## config.mk

```make
export PLATFORM = sky130hd
export DESIGN_NAME = sd_data_fifo
export DESIGN_NICKNAME = d
export VERILOG_FILES = /design/src/rtl/sdf_pkg.sv /design/src/rtl/sdf_storage.sv /design/src/rtl/sdf_thresh.sv /design/src/rtl/sdf_framer.sv /design/src/rtl/sd_data_fifo.sv
export SDC_FILE = /design/constraint.sdc
export NUM_CORES = 1
export LEC_CHECK = 0
export ABC_AREA = 1
export BUFFER_PORTS_ARGS = -buffer_cell sky130_fd_sc_hd__buf_2
export CORE_MARGIN = 4
export CORE_UTILIZATION = 61
export DETAILED_ROUTE_END_ITERATION = 10
export PLACE_DENSITY_LB_ADDON = 0.1
export SLEW_MARGIN = 20
export SYNTH_ARGS = -nofsm -noshare
export SYNTH_HDL_FRONTEND = slang
export SYNTH_SLANG_ARGS = --single-unit
```

## constraint.sdc

```tcl
create_clock -name clk -period 5.71 [get_ports clk]
set_input_delay 0.8565 -clock clk [delete_from_list [all_inputs] [get_ports clk]]
set_output_delay 0.8565 -clock clk [all_outputs]
set_load 0.01 [all_outputs]
```

## src/rtl/sdf_pkg.sv

```systemverilog
// Shared register indices and field positions for the SD data FIFO.
package sdf_pkg;
    typedef enum logic [2:0] {
        REG_DATA  = 3'd0,
        REG_STAT  = 3'd1,
        REG_CFG   = 3'd2,
        REG_DBG   = 3'd3,
        REG_BYTES = 3'd4,
        REG_BLKS  = 3'd5
    } reg_sel_e;

    localparam int ST_FLAG_BIT = 0;
    localparam int ST_ERR_BIT  = 3;
    localparam int ST_BLK_BIT  = 9;
    localparam int CF_DIRQ_BIT = 4;
    localparam int CF_DIR_BIT  = 6;
    localparam int CF_BIRQ_BIT = 8;
    localparam int DBG_LVL_LSB = 4;
    localparam int DBG_WTH_LSB = 9;
    localparam int DBG_RTH_LSB = 14;
    localparam int FIELD_W     = 5;
endpackage

```

## src/rtl/sdf_storage.sv

```systemverilog
// Circular word buffer with one push and one pop port.
// Assumes: callers may request a push and a pop in the same cycle; a push
// into a full buffer or a pop from an empty one is refused and reported.
module sdf_storage #(
    parameter int DATA_W = 32,
    parameter int DEPTH  = 16,
    localparam int PTR_W = (DEPTH > 1) ? $clog2(DEPTH) : 1,
    localparam int LVL_W = $clog2(DEPTH + 1)
) (
    input  logic              clk,
    input  logic              rst_n,
    input  logic              push,
    input  logic [DATA_W-1:0] push_data,
    input  logic              pop,
    output logic [DATA_W-1:0] head,
    output logic [LVL_W-1:0]  level,
    output logic              full,
    output logic              empty,
    output logic              push_ok,
    output logic              pop_ok
);
    logic [DATA_W-1:0] mem [DEPTH];
    logic [PTR_W-1:0]  wr_ptr;
    logic [PTR_W-1:0]  rd_ptr;

    function automatic logic [PTR_W-1:0] bump(input logic [PTR_W-1:0] p);
        return (p == PTR_W'(DEPTH - 1)) ? '0 : p + 1'b1;
    endfunction

    assign full    = (level == LVL_W'(DEPTH));
    assign empty   = (level == '0);
    assign push_ok = push && !full;
    assign pop_ok  = pop && !empty;
    assign head    = mem[rd_ptr];

    // Store an accepted word at the write pointer.
    always_ff @(posedge clk) begin
        if (push_ok) mem[wr_ptr] <= push_data;
    end

    // Advance pointers and keep the word count.
    always_ff @(posedge clk) begin
        if (!rst_n) begin
            wr_ptr <= '0;
            rd_ptr <= '0;
            level  <= '0;
        end else begin
            if (push_ok) wr_ptr <= bump(wr_ptr);
            if (pop_ok)  rd_ptr <= bump(rd_ptr);
            case ({push_ok, pop_ok})
                2'b10:   level <= level + 1'b1;
                2'b01:   level <= level - 1'b1;
                default: level <= level;
            endcase
        end
    end

    p_level_max_r2: assert property (@(posedge clk) disable iff (!rst_n)
        level <= LVL_W'(DEPTH));
    p_no_overflow_r3: assert property (@(posedge clk) disable iff (!rst_n)
        (push && full && !pop) |=> (level == $past(level)));
    p_no_underflow_r3: assert property (@(posedge clk) disable iff (!rst_n)
        (pop && empty && !push) |=> (level == '0));
endmodule

```

## src/rtl/sdf_thresh.sv

```systemverilog
// Derives the DMA request and the shared data flag from level and thresholds.
// Assumes: level never exceeds DEPTH; thresholds are unsigned counts.
module sdf_thresh #(
    parameter int DEPTH   = 16,
    parameter int LVL_W   = 5,
    parameter int FIELD_W = 5,
    localparam int CW     = ((LVL_W > FIELD_W) ? LVL_W : FIELD_W) + 1
) (
    input  logic               dir_rd,
    input  logic [LVL_W-1:0]   level,
    input  logic [FIELD_W-1:0] rd_thr,
    input  logic [FIELD_W-1:0] wr_thr,
    output logic               dma_req,
    output logic               data_flag
);
    logic [CW-1:0] lvl_x;
    logic [CW-1:0] free_x;

    assign lvl_x  = CW'(level);
    assign free_x = CW'(DEPTH) - lvl_x;

    // Compare the side that matters for the current direction.
    always_comb begin
        if (dir_rd) begin
            dma_req   = (lvl_x >= CW'(rd_thr));
            data_flag = (lvl_x != '0);
        end else begin
            dma_req   = (free_x >= CW'(wr_thr));
            data_flag = (free_x != '0);
        end
    end
endmodule

```

## src/rtl/sdf_framer.sv

```systemverilog
// Counts engine-side words into blocks and decrements the block count.
// Assumes: block size is a byte count whose word count is bytes/4; a
// load of either count restarts the word count of the current block.
module sdf_framer #(
    parameter int BYTES_W = 11,
    parameter int BLKS_W  = 9,
    localparam int WCNT_W = BYTES_W - 2
) (
    input  logic               clk,
    input  logic               rst_n,
    input  logic               bytes_ld,
    input  logic [BYTES_W-1:0] bytes_in,
    input  logic               blks_ld,
    input  logic [BLKS_W-1:0]  blks_in,
    input  logic               xfer,
    output logic [BYTES_W-1:0] bytes_q,
    output logic [BLKS_W-1:0]  blks_left,
    output logic               blk_done
);
    logic [WCNT_W-1:0] wcnt;
    logic [WCNT_W-1:0] wpb;
    logic              active;

    assign wpb      = bytes_q[BYTES_W-1:2];
    assign active   = (blks_left != '0);
    assign blk_done = xfer && active && (wpb != '0) && (wcnt == wpb - 1'b1);

    // Hold the counts and step through words of each block.
    always_ff @(posedge clk) begin
        if (!rst_n) begin
            bytes_q   <= '0;
            blks_left <= '0;
            wcnt      <= '0;
        end else begin
            if (bytes_ld) bytes_q <= bytes_in;
            if (blks_ld)       blks_left <= blks_in;
            else if (blk_done) blks_left <= blks_left - 1'b1;
            if (bytes_ld || blks_ld || blk_done) wcnt <= '0;
            else if (xfer && active)             wcnt <= wcnt + 1'b1;
        end
    end

    p_blk_step_r7: assert property (@(posedge clk) disable iff (!rst_n)
        (blk_done && !blks_ld) |=> (blks_left == $past(blks_left) - BLKS_W'(1)));
    p_wcnt_bound_r7: assert property (@(posedge clk) disable iff (!rst_n)
        (wpb != '0) |-> (wcnt < wpb));
    p_blk_floor_r10: assert property (@(posedge clk) disable iff (!rst_n)
        (blks_left == '0 && !blks_ld) |=> (blks_left == '0));
endmodule

```

## src/rtl/sd_data_fifo.sv

```systemverilog
// SD data FIFO: register decode, direction steering, status/config state,
// and the interrupt. Assumes a single register access per cycle.
module sd_data_fifo
    import sdf_pkg::*;
#(
    parameter int DATA_W  = 32,
    parameter int DEPTH   = 16,
    parameter int BYTES_W = 11,
    parameter int BLKS_W  = 9,
    parameter int THR_RST = 4,
    localparam int LVL_W  = $clog2(DEPTH + 1)
) (
    input  logic              clk,
    input  logic              rst_n,
    input  logic              reg_wr,
    input  logic              reg_rd,
    input  logic [2:0]        reg_addr,
    input  logic [DATA_W-1:0] reg_wdata,
    output logic [DATA_W-1:0] reg_rdata,
    input  logic              eng_push,
    input  logic [DATA_W-1:0] eng_wdata,
    output logic              eng_push_rdy,
    input  logic              eng_pop,
    output logic [DATA_W-1:0] eng_rdata,
    output logic              eng_pop_rdy,
    output logic              dma_req,
    output logic              irq
);
    logic               cfg_dirq, cfg_dir_rd, cfg_birq;
    logic [FIELD_W-1:0] rd_thr, wr_thr;
    logic               st_err, st_blk;
    logic               push, pop, push_ok, pop_ok, full, empty;
    logic [DATA_W-1:0]  push_data, head;
    logic [LVL_W-1:0]   level;
    logic               data_flag, xfer, blk_done, fault;
    logic [BYTES_W-1:0] bytes_q;
    logic [BLKS_W-1:0]  blks_left;
    logic               data_wr, data_rd, stat_wr;

    assign data_wr = reg_wr && (reg_addr == REG_DATA);
    assign data_rd = reg_rd && (reg_addr == REG_DATA);
    assign stat_wr = reg_wr && (reg_addr == REG_STAT);

    // Steer the single push and pop source by direction.
    assign push      = cfg_dir_rd ? eng_push  : data_wr;
    assign push_data = cfg_dir_rd ? eng_wdata : reg_wdata;
    assign pop       = cfg_dir_rd ? data_rd   : eng_pop;
    assign xfer      = cfg_dir_rd ? push_ok   : pop_ok;
    assign fault     = (push && !push_ok) || (pop && !pop_ok);

    assign eng_push_rdy = cfg_dir_rd && !full;
    assign eng_pop_rdy  = !cfg_dir_rd && !empty;
    assign eng_rdata    = head;
    assign irq          = (data_flag && cfg_dirq) || (st_blk && cfg_birq);

    sdf_storage #(.DATA_W(DATA_W), .DEPTH(DEPTH)) u_store (
        .clk(clk), .rst_n(rst_n), .push(push), .push_data(push_data),
        .pop(pop), .head(head), .level(level), .full(full), .empty(empty),
        .push_ok(push_ok), .pop_ok(pop_ok)
    );

    sdf_thresh #(.DEPTH(DEPTH), .LVL_W(LVL_W), .FIELD_W(FIELD_W)) u_thr (
        .dir_rd(cfg_dir_rd), .level(level), .rd_thr(rd_thr), .wr_thr(wr_thr),
        .dma_req(dma_req), .data_flag(data_flag)
    );

    sdf_framer #(.BYTES_W(BYTES_W), .BLKS_W(BLKS_W)) u_frm (
        .clk(clk), .rst_n(rst_n),
        .bytes_ld(reg_wr && (reg_addr == REG_BYTES)), .bytes_in(reg_wdata[BYTES_W-1:0]),
        .blks_ld(reg_wr && (reg_addr == REG_BLKS)), .blks_in(reg_wdata[BLKS_W-1:0]),
        .xfer(xfer), .bytes_q(bytes_q), .blks_left(blks_left), .blk_done(blk_done)
    );

    // Configuration and threshold registers.
    always_ff @(posedge clk) begin
        if (!rst_n) begin
            cfg_dirq   <= 1'b0;
            cfg_dir_rd <= 1'b0;
            cfg_birq   <= 1'b0;
            rd_thr     <= FIELD_W'(THR_RST);
            wr_thr     <= FIELD_W'(THR_RST);
        end else begin
            if (reg_wr && (reg_addr == REG_CFG)) begin
                cfg_dirq   <= reg_wdata[CF_DIRQ_BIT];
                cfg_dir_rd <= reg_wdata[CF_DIR_BIT];
                cfg_birq   <= reg_wdata[CF_BIRQ_BIT];
            end
            if (reg_wr && (reg_addr == REG_DBG)) begin
                rd_thr <= reg_wdata[DBG_RTH_LSB +: FIELD_W];
                wr_thr <= reg_wdata[DBG_WTH_LSB +: FIELD_W];
            end
        end
    end

    // Sticky status flags: set by events, cleared by writing ones.
    always_ff @(posedge clk) begin
        if (!rst_n) begin
            st_err <= 1'b0;
            st_blk <= 1'b0;
        end else begin
            if (fault)                               st_err <= 1'b1;
            else if (stat_wr && reg_wdata[ST_ERR_BIT]) st_err <= 1'b0;
            if (blk_done)                            st_blk <= 1'b1;
            else if (stat_wr && reg_wdata[ST_BLK_BIT]) st_blk <= 1'b0;
        end
    end

    // Register read mux; the data register yields 0 when nothing is poppable.
    always_comb begin
        reg_rdata = '0;
        case (reg_addr)
            REG_DATA:  reg_rdata = (cfg_dir_rd && !empty) ? head : '0;
            REG_STAT: begin
                reg_rdata[ST_FLAG_BIT] = data_flag;
                reg_rdata[ST_ERR_BIT]  = st_err;
                reg_rdata[ST_BLK_BIT]  = st_blk;
            end
            REG_CFG: begin
                reg_rdata[CF_DIRQ_BIT] = cfg_dirq;
                reg_rdata[CF_DIR_BIT]  = cfg_dir_rd;
                reg_rdata[CF_BIRQ_BIT] = cfg_birq;
            end
            REG_DBG: begin
                reg_rdata[DBG_LVL_LSB +: FIELD_W] = FIELD_W'(level);
                reg_rdata[DBG_WTH_LSB +: FIELD_W] = wr_thr;
                reg_rdata[DBG_RTH_LSB +: FIELD_W] = rd_thr;
            end
            REG_BYTES: reg_rdata[BYTES_W-1:0] = bytes_q;
            REG_BLKS:  reg_rdata[BLKS_W-1:0]  = blks_left;
            default:   reg_rdata = '0;
        endcase
    end

    p_dma_nonempty_r4: assert property (@(posedge clk) disable iff (!rst_n)
        (cfg_dir_rd && rd_thr != '0 && dma_req) |-> !empty);
    p_irq_source_r6: assert property (@(posedge clk) disable iff (!rst_n)
        irq |-> (cfg_dirq || cfg_birq));
    p_err_sticky_r3: assert property (@(posedge clk) disable iff (!rst_n)
        (st_err && !(stat_wr && reg_wdata[ST_ERR_BIT])) |=> st_err);
    p_blk_irq_r7: assert property (@(posedge clk) disable iff (!rst_n)
        (blk_done && cfg_birq && !(reg_wr && reg_addr == REG_CFG)) |=> irq);
endmodule

```

== Word-level counts from Yosys, hierarchy flattened ==
Memory sizes are Yosys's and may differ from the RTL's. A register that Yosys moved wholly into a read port is not among the register bits.
Cells that the tools add are included.
Operators by class
  muxes and demuxes: 32
  equal/unequal tests: 11
  reductions and logical operators: 41
  bitwise logic cells: 1
  $lt $le $gt $ge: 2
  add/sub/neg operators: 8
Operators with widths (number)
  32-bit 2-to-1 mux: 2
  1-bit logical AND: 21
  1-bit case mux with 4 select lines: 5
  9-bit 2-to-1 mux: 2
  9-bit nonzero test: 2
  9-bit by 1-bit subtractor with 9-bit output, second input constant: 2
  4-bit 2-to-1 mux: 4
  8-bit case mux with 2 select lines: 1
  1-bit case mux with 5 select lines: 3
  13-bit 2-to-1 mux: 1
  6-bit nonzero test: 2
  1-bit 2-to-1 mux: 11
  5-bit case mux with 2 select lines: 1
  9-bit by 1-bit adder with 9-bit output, second input constant: 1
  9-bit equality test: 1
  4-bit by 1-bit adder with 4-bit output, second input constant: 2
  4-bit equality test, second input constant: 2
  2-bit nonzero test: 4
  3-bit by 2-bit equality test with 1-bit output, second input constant: 2
  3-bit equality test, second input constant: 2
  6-bit by 5-bit greater-or-equal comparator with 1-bit output: 1
  2-bit case mux with 3 select lines: 1
  5-bit by 5-bit subtractor with 6-bit output, first input constant: 1
  5-bit by 1-bit adder with 5-bit output, second input constant: 1
  other kinds (13): 20
Word-level totals
  memories: 1
  register bits after elaboration: 57
  bits in writable memories: 512
Memories
  u_store.mem: words 16, bits a word 32, read ports 1, clocked after memory_dff 1, write ports 1, line sdf_storage.sv:22  | logic [DATA_W-1:0] mem [DEPTH];

== Longest topological paths before layout ==
Gate-level depths: netlist of the first run.
  depth in word-level cells: 10
  mapped depth: 18

== Cells and area by module ==
From an unflattened synthesis of the first run, not the netlist that was laid out.
Second synthesis, totals
  cells, all modules: 2414
  area, all modules: 25579.5 um^2
By module, submodules not included
  sdf_storage: cells an instance 1757, times used 1, area an instance 21886.0 um^2
  sdf_framer: cells an instance 274, times used 1, area an instance 1746.7 um^2
  sd_data_fifo: cells an instance 314, times used 1, area an instance 1552.7 um^2
  sdf_thresh: cells an instance 69, times used 1, area an instance 394.1 um^2

== Worst setup path after synthesis of the first run ==
Ideal clock, no wire load.
  kind: input to register
  from: input reg_addr[1]
  to: memory u_store.mem[7][0], enable pin
  library setup time: 461 ps
  stages on the path: 9
  setup slack: 1371 ps
  arrival time: 3878 ps
  data required time: 5249 ps
  path through: nor2_1 > nand2_1 > nor2_1 > nand2_1 > nand2_1 > nand2_1 > inv_1 > nand2_1 > nor3_1
On the way
  word-level cells in the longest chain between the ends: 6
Ends and longest elaborated chain
  from (decl): line sd_data_fifo.sv:17  | input logic [2:0] reg_addr,
  3-bit zero test: line sd_data_fifo.sv:40  | assign data_wr = reg_wr && (reg_addr == REG_DATA);
  1-bit logical AND: line sd_data_fifo.sv:40
  1-bit 2-to-1 mux: line sd_data_fifo.sv:45  | assign push = cfg_dir_rd ? eng_push : data_wr;
  1-bit logical AND: line sdf_storage.sv:32  | assign push_ok = push && !full;
  1-bit 2-to-1 mux: line sdf_storage.sv:38  | if (push_ok) mem[wr_ptr] <= push_data;
  1-bit 2-to-1 mux (implied by the code): line sdf_storage.sv:38
  to (decl): line sdf_storage.sv:22
No other way between the ends.

==> flow_summary.toml, run 1 <==
[place]
dpl_cell_area_mm2 = 0.0255
gp_congestion = 0.913
dp_slack_ns = 1.94
place_hpwl_um = 37400
portBuffers = 140

[finish]
layout_commonest_cell = "edfxtp_1"
final_cell_mix = "edfxtp_1 (512), nor2_1 (313), o21ai_0 (286)"
postLayoutCellArea_mm2 = 0.0274
syn_to_final_growth_pct = 12.8
drive_above_1_share_pct = 14.4
layout.nets = 2287
antenna_cells = 0

[timing]
tns_ns = 0
min_period_over_period_pct = 75.8
min_period_ns = 4.33
fmaxAchievable_mhz = 231
hold_violations = 0
tightest_slew_ns = 1.15
setup_viol = 0
fin_ws_ns = 1.38
slew_headroom_pct = 23.1
final_max_slew_viol_count = 0
rsz0062_at_grt = "no"
skew_ns = 0.0185

[setup_path]
cp_slowest_cell = "clkinv_2"
path_delay_family = "buffers and inverters"
r2r-start = "u_store.level[1]"
cp_max_fo = 80
path_buf_inv = 3
slowest_delay_ns = 0.65
crit_top_cell = "nand2_1"
crit_arrival_ns = 3.47
crit_chain = "clkinv_2 > buf_12 > o21ai_0 > o221ai_1 > o211ai_1 > nand2_1 > a21oi_1 > nand2_1 > buf_2"
cp-end-kind = "primary output"
start_kind = "register"
cp.required_ns = 4.85
critical_path_class = "reg2out"

[grt]
grt_first_pass_wirelength_um = 97900
grt_max_degree = 257
grt_overflow = 0
grt_pass1_vias = 16591
grt_usage_pct = 29.2
antenna_found_initial = 0

[detailed_routing]
viasPerCell = 6.24
drc = 0
drt_first_pass_iters = 6
drt_iter0_markers = 2022
routed_wl_um = 64500
wl_per_cell_um = 23.4
ant_nets = 0
vias = 17180

[logic_synthesis]
syn_avg_cell_area_um2 = 11.7
synth_flop_cell = "edfxtp_1"
synth_seq_cells = 573
syn_nets = 2182
ys.warnings.count = 0
ys_seq_area_share_pct = 68.4
yosysUniqueCellTypes = 50
syn_area_mm2 = 0.0243
syn_inst = 2082
ys_async_sr_fraction_pct = 0
synth-edff-count = 512

[floorplan]
die_h_um = 207
fp.dieW_um = 207
pin_count = 141
core_area_mm2 = 0.0390
start_util_pct = 62.2
rows = 72
dieArea_mm2 = 0.0430

[power]
peakVddDrop_mv = 0.371
finalPower_mw = 11.2
cellPowerDensity_mw_per_mm2 = 410
leakage_nw = 9.61

[clock_network]
cts_buffer_depth = 3
cts_sinks = 573
cts_tree = "built"
clk_latency_ns = 0.61
post_cts_buffers = 0
cts-hold-fix-buffers = 0
cts.htree.levels = 2
clock-root-buffer = "clkbuf_16"
clk_pin_slew_ns = 0.06
numCtsBuffers = 55
ctsResizeCount = 0

[hold_path]
hold_class = "reg2reg"
min_from = "u_frm.bytes_q[1]"

[outcome]
status = "completed"

[job]
drv_cap = 0
## synth_stat cells, types with 3 or more instances
master / n / area share (%)
xor2_1: 12 / 0.43
ha_1: 26 / 1.3
a22oi_1: 3 / 0.093
nand3b_1: 3 / 0.093
buf_6: 8 / 0.37
dfxtp_1: 61 / 5.0
nor2_1: 329 / 5.1
o211ai_1: 36 / 1.1
inv_2: 7 / 0.11
clkbuf_1: 73 / 1.1
nand3_1: 58 / 1.2
a21oi_1: 54 / 1.1
buf_2: 33 / 0.68
o221ai_1: 95 / 3.4
o21ai_1: 28 / 0.58
nor3_1: 7 / 0.14
a21oi_2: 9 / 0.32
o21ai_2: 6 / 0.22
edfxtp_1: 512 / 63
o21ai_0: 286 / 5.9
xnor2_1: 7 / 0.25
inv_1: 91 / 1.4
buf_4: 8 / 0.25
nand4_1: 5 / 0.13
o22ai_1: 39 / 1.0
buf_1: 5 / 0.077
nand2_1: 250 / 3.9
## through the flow
stage / hold slack (ns) / utilization [%] / cells
3_5_place_dp: 0.451 / 65.3 / 2648
2_1_floorplan: 0.429 / - / 2082
5_1_grt: 0.493 / 70.2 / 2752
3_3_place_gp: 0.441 / 65.2 / 2646
6_report: 0.457 / 70.2 / 2752
4_1_cts: 0.459 / 70.2 / 2752
## worst min-delay path, delay by kind of cell (launching register included)
family | cells | cell delay [ns]
compound gates | 1 | 0.06
buf+inv | 1 | 0.06
flops | 1 | 0.29
## final timing paths
kind	endpoint	slack (ns)	cells past startpoint
hold reg to reg	u_frm.bytes_q[1]	0.46	2
hold / removal	u_frm.bytes_q[1]	0.46	2
setup / recovery	reg_rdata[4]	1.38	9
setup reg to reg	u_store.mem[2][1]	2.18	11
## where the power goes
group | internal, mW | total, mW | switching (mW)
logic | 0.795 | 2.68 | 1.89
registers | 4.65 | 4.73 | 0.0803
clock network | 2.24 | 3.80 | 1.55
## flip-flops by register name (all words and copies together), names as in the netlist, named ones only
register / cells
u_store.rd_ptr: 4
u_store.level: 5
u_store.mem: 512
cfg_dirq: 1
rd_thr: 5
cfg_dir_rd: 1
u_frm.wcnt: 9
u_store.wr_ptr: 4
st_err: 1
u_frm.bytes_q: 11
st_blk: 1
cfg_birq: 1
u_frm.blks_left: 9
wr_thr: 5
## cells by family (layout without fill, tap and decap cells)
logic type / Yosys count / count (layout) / synth area share (%)
XOR/XNOR: 19 / 19 / 0.686
flip-flops: 573 / 573 / 68.4
adder cells (fa/ha/maj): 27 / 27 / 1.42
AND/OR/NAND/NOR: 666 / 666 / 11.2
buffers and inverters: 227 / 379 / 4.07
multiplexers: 2 / 2 / 0.0877
AO/OA/AOI/OAI: 568 / 568 / 14.2
## metal layers
| metal | part of all wire (%) | GRT usage, % |
|---|---|---|
| met1 | 40 | 40.0 |
| met3 | 8.2 | 4.26 |
| met4 | 3.3 | 10.7 |
| met2 | 48 | 48.4 |
| met5 | 0 | 0 |
## layout make-up
type	count	area, um^2
Clock buffer	73	1530
Clock inverter	31	372
Fill cell	2733	11600
Inverter	100	384
Multi-Input combinational cell	1282	6800
Sequential cell	573	16600
Tap cell	518	648
Timing Repair Buffer	175	1030
No activity file was read; power rests on OpenSTA's default activity.
==> run 2: changes to the inputs <==
- clock period: 5.71 -> 4.1 ns (I/O delays scaled with it)
==> flow_summary.toml, run 2 (same netlist as run 1, synthesis figures left out) <==
[outcome]
status = "completed"

[setup_path]
crit_arrival_ns = 3.15
cp_slowest_cell = "inv_1"
cp_max_fo = 31
path_delay_family = "buffers and inverters"
cp.required_ns = 3.48
r2r-start = "cfg_dir_rd"
cp-end-kind = "primary output"
path_buf_inv = 2
start_kind = "register"
slowest_delay_ns = 0.77
worst-r2r-cell-count = 14
crit_chain = "inv_1 > o221ai_1 > nand3_1 > nand2_1 > nand2_1 > o221ai_1 > buf_2"
cp.depth = 7
critical_path_class = "reg2out"

[timing]
fmaxAchievable_mhz = 266
final_max_slew_viol_count = 0
finalHoldWorstSlack_ns = 0.251
tightest_slew_ns = 1.05
min_period_ns = 3.76
min_period_over_period_pct = 91.7
skew_ns = 0.0235
hold_violations = 0
tns_ns = 0
rsz0062_at_grt = "no"
slew_headroom_pct = 30.3
setup_viol = 0

[clock_network]
cts_sinks = 573
cts.htree.levels = 2
clock-root-buffer = "clkbuf_16"
clk_pin_slew_ns = 0.06
cts_buffer_depth = 3
ctsResizeCount = 0
cts_tree = "built"
clk_latency_ns = 0.61
post_cts_buffers = 0
numCtsBuffers = 56
cts-hold-fix-buffers = 0

[detailed_routing]
drt_first_pass_iters = 6
routed_wl_um = 65300
wl_per_cell_um = 23.6
drt_iter0_markers = 1839
viasPerCell = 6.26
drc = 0
vias = 17302
ant_nets = 0

[floorplan]
pin_count = 141
rows = 72
dieArea_mm2 = 0.0430
start_util_pct = 62.2
core_area_mm2 = 0.0390
fp.dieW_um = 207
die_h_um = 207

[finish]
layout_commonest_cell = "edfxtp_1"
nFillCells = 2758
largestRegisters = "u_store.mem (512), u_frm.bytes_q (11)"
layout.nets = 2298
top_register = "u_store.mem"
largest_reg_flops = 512
syn_to_final_growth_pct = 12.8
antenna_cells = 0
postLayoutCellArea_mm2 = 0.0274
drive_above_1_share_pct = 14.2
final_cell_mix = "edfxtp_1 (512), nor2_1 (313), o21ai_0 (286)"

[grt]
antenna_found_initial = 0
grt_max_degree = 142
grt_pass1_vias = 16640
grt_overflow = 0
grt_usage_pct = 29.5
grt_first_pass_wirelength_um = 99300

[place]
gp_congestion = 0.931
place_hpwl_um = 40200
portBuffers = 140
dpl_cell_area_mm2 = 0.0257

[power]
peakVddDrop_mv = 0.383
finalPower_mw = 15.3
cellPowerDensity_mw_per_mm2 = 559
leakage_nw = 9.60

[hold_path]
min_from = "reg_wdata[11]"
hold_depth = 3
hold_class = "in2reg"

[job]
drv_cap = 0
-- run 2: cell count changes in the layout (fill, tap and decap cells not counted), sizes merged --
| cell | delta |
|---|---|
| buf | +10 |
| bufinv | -6 |
| clkbuf | -2 |
| clkinv | +12 |
| clkinvlp | -4 |
| inv | +1 |
-- run 2: power breakdown --
group | switching (mW) | leakage (nW) | internal (mW)
Sequential | 0.0847 | 5.11 | 6.48
Combinational | 2.79 | 3.66 | 1.17
Clock | 2.10 | 0.831 | 2.66
Total | 4.98 | 9.60 | 10.3
-- run 2: layout make-up --
class / count / area [um^2] / area share [%]
Sequential cell: 573 / 16600 / 60.7
Tap cell: 518 / 648 / 2.37
Timing Repair Buffer: 185 / 1230 / 4.48
Clock inverter: 34 / 205 / 0.750
Clock buffer: 71 / 1480 / 5.41
Multi-Input combinational cell: 1282 / 6810 / 24.9
Inverter: 100 / 384 / 1.40
-- run 2: per-stage QoR --
stage                     utilization, %  cells  setup WS (ns)
after floorplan                        -   2082          0.828
after global placement              65.8   2658          0.989
after detailed placement            65.8   2658          0.959
after CTS                           70.1   2763          0.368
after global routing                70.1   2763          0.247
final                               70.1   2763          0.338
-- run 2: metal layers --
layer	wire [um]	part of all wire, %	GRT usage, %
met1	25500	39	40.5
met2	31900	49	48.4
met3	5610	8.6	4.93
met4	2230	3.4	10.9
met5	0	0	0
-- run 2: worst min-delay path, stage by stage --
cell and delay [ns]:
buf_2 0.09, a21oi_1 0.06, o21ai_0 0.06
-- run 2: path summary, 6_finish.rpt --
path	to	slack, ns
setup / recovery	reg_rdata[1]	0.34
hold / removal	wr_thr[2]	0.25
setup reg to reg	u_store.level[4]	0.91
hold reg to reg	u_frm.bytes_q[1]	0.47
==> run 3: changes to the inputs <==
- PLACE_DENSITY: unset -> 0.8
- PLACE_DENSITY_LB_ADDON: 0.1 -> unset
==> flow_summary.toml, run 3 (same netlist as run 1, synthesis figures left out) <==
[outcome]
status = "completed"

[clock_network]
cts-hold-fix-buffers = 0
ctsResizeCount = 0
clk_pin_slew_ns = 0.06
cts_buffer_depth = 3
post_cts_buffers = 0
clock-root-buffer = "clkbuf_16"
cts_sinks = 573
cts_tree = "built"
cts.htree.levels = 2
numCtsBuffers = 57
clk_latency_ns = 0.61

[grt]
grt_first_pass_wirelength_um = 98400
grt_max_degree = 257
busiest_layer = "met2"
grt_usage_pct = 29.2
grt_pass1_vias = 16607
antenna_found_initial = 1
use_met3_pct = 6.15
met1_usage_pct = 42.1
grt.met2_usage_pct = 45.3
grt_overflow = 0

[timing]
tightest_slew_ns = 1.12
rsz0062_at_grt = "no"
final_max_slew_viol_count = 0
tns_ns = 0
skew_ns = 0.0183
fmaxAchievable_mhz = 257
hold_violations = 0
slew_headroom_pct = 25.2
min_period_over_period_pct = 95.0
finalHoldWorstSlack_ns = 0.277
setup_viol = 0
min_period_ns = 3.90

[place]
gp_congestion = 0.973
dpl_cell_area_mm2 = 0.0256
place_hpwl_um = 38900
portBuffers = 140

[floorplan]
dieArea_mm2 = 0.0430
fp.dieW_um = 207
rows = 72
start_util_pct = 62.2
core_area_mm2 = 0.0390
pin_count = 141
die_h_um = 207

[finish]
top_register = "u_store.mem"
antenna_cells = 0
postLayoutCellArea_mm2 = 0.0275
seq_area_mm2 = 0.0166
layout.nets = 2295
nFillCells = 2597
multiInputGateArea_mm2 = 0.00681
final_cell_mix = "edfxtp_1 (512), nor2_1 (313), o21ai_0 (286)"
largestRegisters = "u_store.mem (512), u_frm.bytes_q (11)"
postLayoutCoreUtil_pct = 70.4
largest_reg_flops = 512
syn_to_final_growth_pct = 13.2
drive_above_1_share_pct = 14.6
layout_commonest_cell = "edfxtp_1"

[detailed_routing]
wl_per_cell_um = 23.5
drt_first_pass_iters = 6
routed_wl_um = 65000
drt_iter0_markers = 2540
drc = 0
ant_nets = 0
vias = 17496
viasPerCell = 6.34

[hold_path]
hold_class = "in2reg"
min_to = "wr_thr[2]"
min_from = "reg_wdata[11]"
hold_depth = 3

[setup_path]
rrSetupSlack_ns = 0.74
cp_slowest_cell = "buf_12"
r2r-end = "u_store.mem[13][29]"
worst-r2r-cell-count = 11
start_kind = "register"
crit_chain = "buf_12 > o21ai_0 > o221ai_1 > nand3_1 > nand2_1 > nand2_1 > nand3b_1 > buf_2"
path_delay_family = "buffers and inverters"
path_buf_inv = 2
crit_arrival_ns = 3.28
critical_path_class = "reg2out"
r2r-start = "u_store.level[0]"
crit_top_cell = "nand2_1"
cp.required_ns = 3.48
cp_max_fo = 256
cp-end-kind = "primary output"
slowest_delay_ns = 0.71

[power]
peakVddDrop_mv = 0.589
cellPowerDensity_mw_per_mm2 = 569
leakage_nw = 9.65

[job]
drv_cap = 0
-- run 3: worst max path at each step --
stage	start	endpoint	slack [ns]	cells after the start
after floorplan	u_store.level[0]	u_store.mem[11][0]	0.83	10
after global placement	reg_addr[1]	u_store.mem[13][25]	0.78	11
after detailed placement	reg_addr[1]	u_store.mem[13][29]	0.70	11
after CTS	register	reg_rdata[6]	0.29	8
after global routing	register	reg_rdata[6]	0.14	8
final	register	reg_rdata[6]	0.20	8
-- run 3: per-stage QoR --
| stage | setup slack, ns | cells | power [mW] |
|---|---|---|---|
| 6_report | 0.204 | 2761 | 15.6 |
| 5_1_grt | 0.139 | 2761 | 16.3 |
| 4_1_cts | 0.295 | 2761 | 15.6 |
| 3_5_place_dp | 0.704 | 2654 | 10.5 |
| 3_3_place_gp | 0.777 | 2654 | 10.3 |
| 2_1_floorplan | 0.828 | 2082 | 9.20 |
-- run 3: power breakdown --
part	internal [mW]	total (mW)	switching [mW]
combinational	1.13	3.82	2.69
clock	3.00	5.19	2.20
sequential	6.47	6.61	0.135
total	10.6	15.6	5.02
-- run 3: area by class of cell --
| type | instances | area share (%) |
|---|---|---|
| Clock buffer | 74 | 5.65 |
| Clock inverter | 33 | 1.20 |
| Inverter | 100 | 1.39 |
| Multi-Input combinational cell | 1282 | 24.8 |
| Sequential cell | 573 | 60.5 |
| Tap cell | 518 | 2.36 |
| Timing Repair Buffer | 181 | 4.13 |
-- run 3: metal layers --
metal	routed length, um	vias up
met5	19	-
met4	1900	2
met3	7480	139
met2	30100	1131
met1	25500	8405
li1	-	7819
-- run 3: tightest hold or removal path, stage by stage --
cell     delay [ns]
buf_2          0.10
a21oi_1        0.06
o21ai_0        0.06
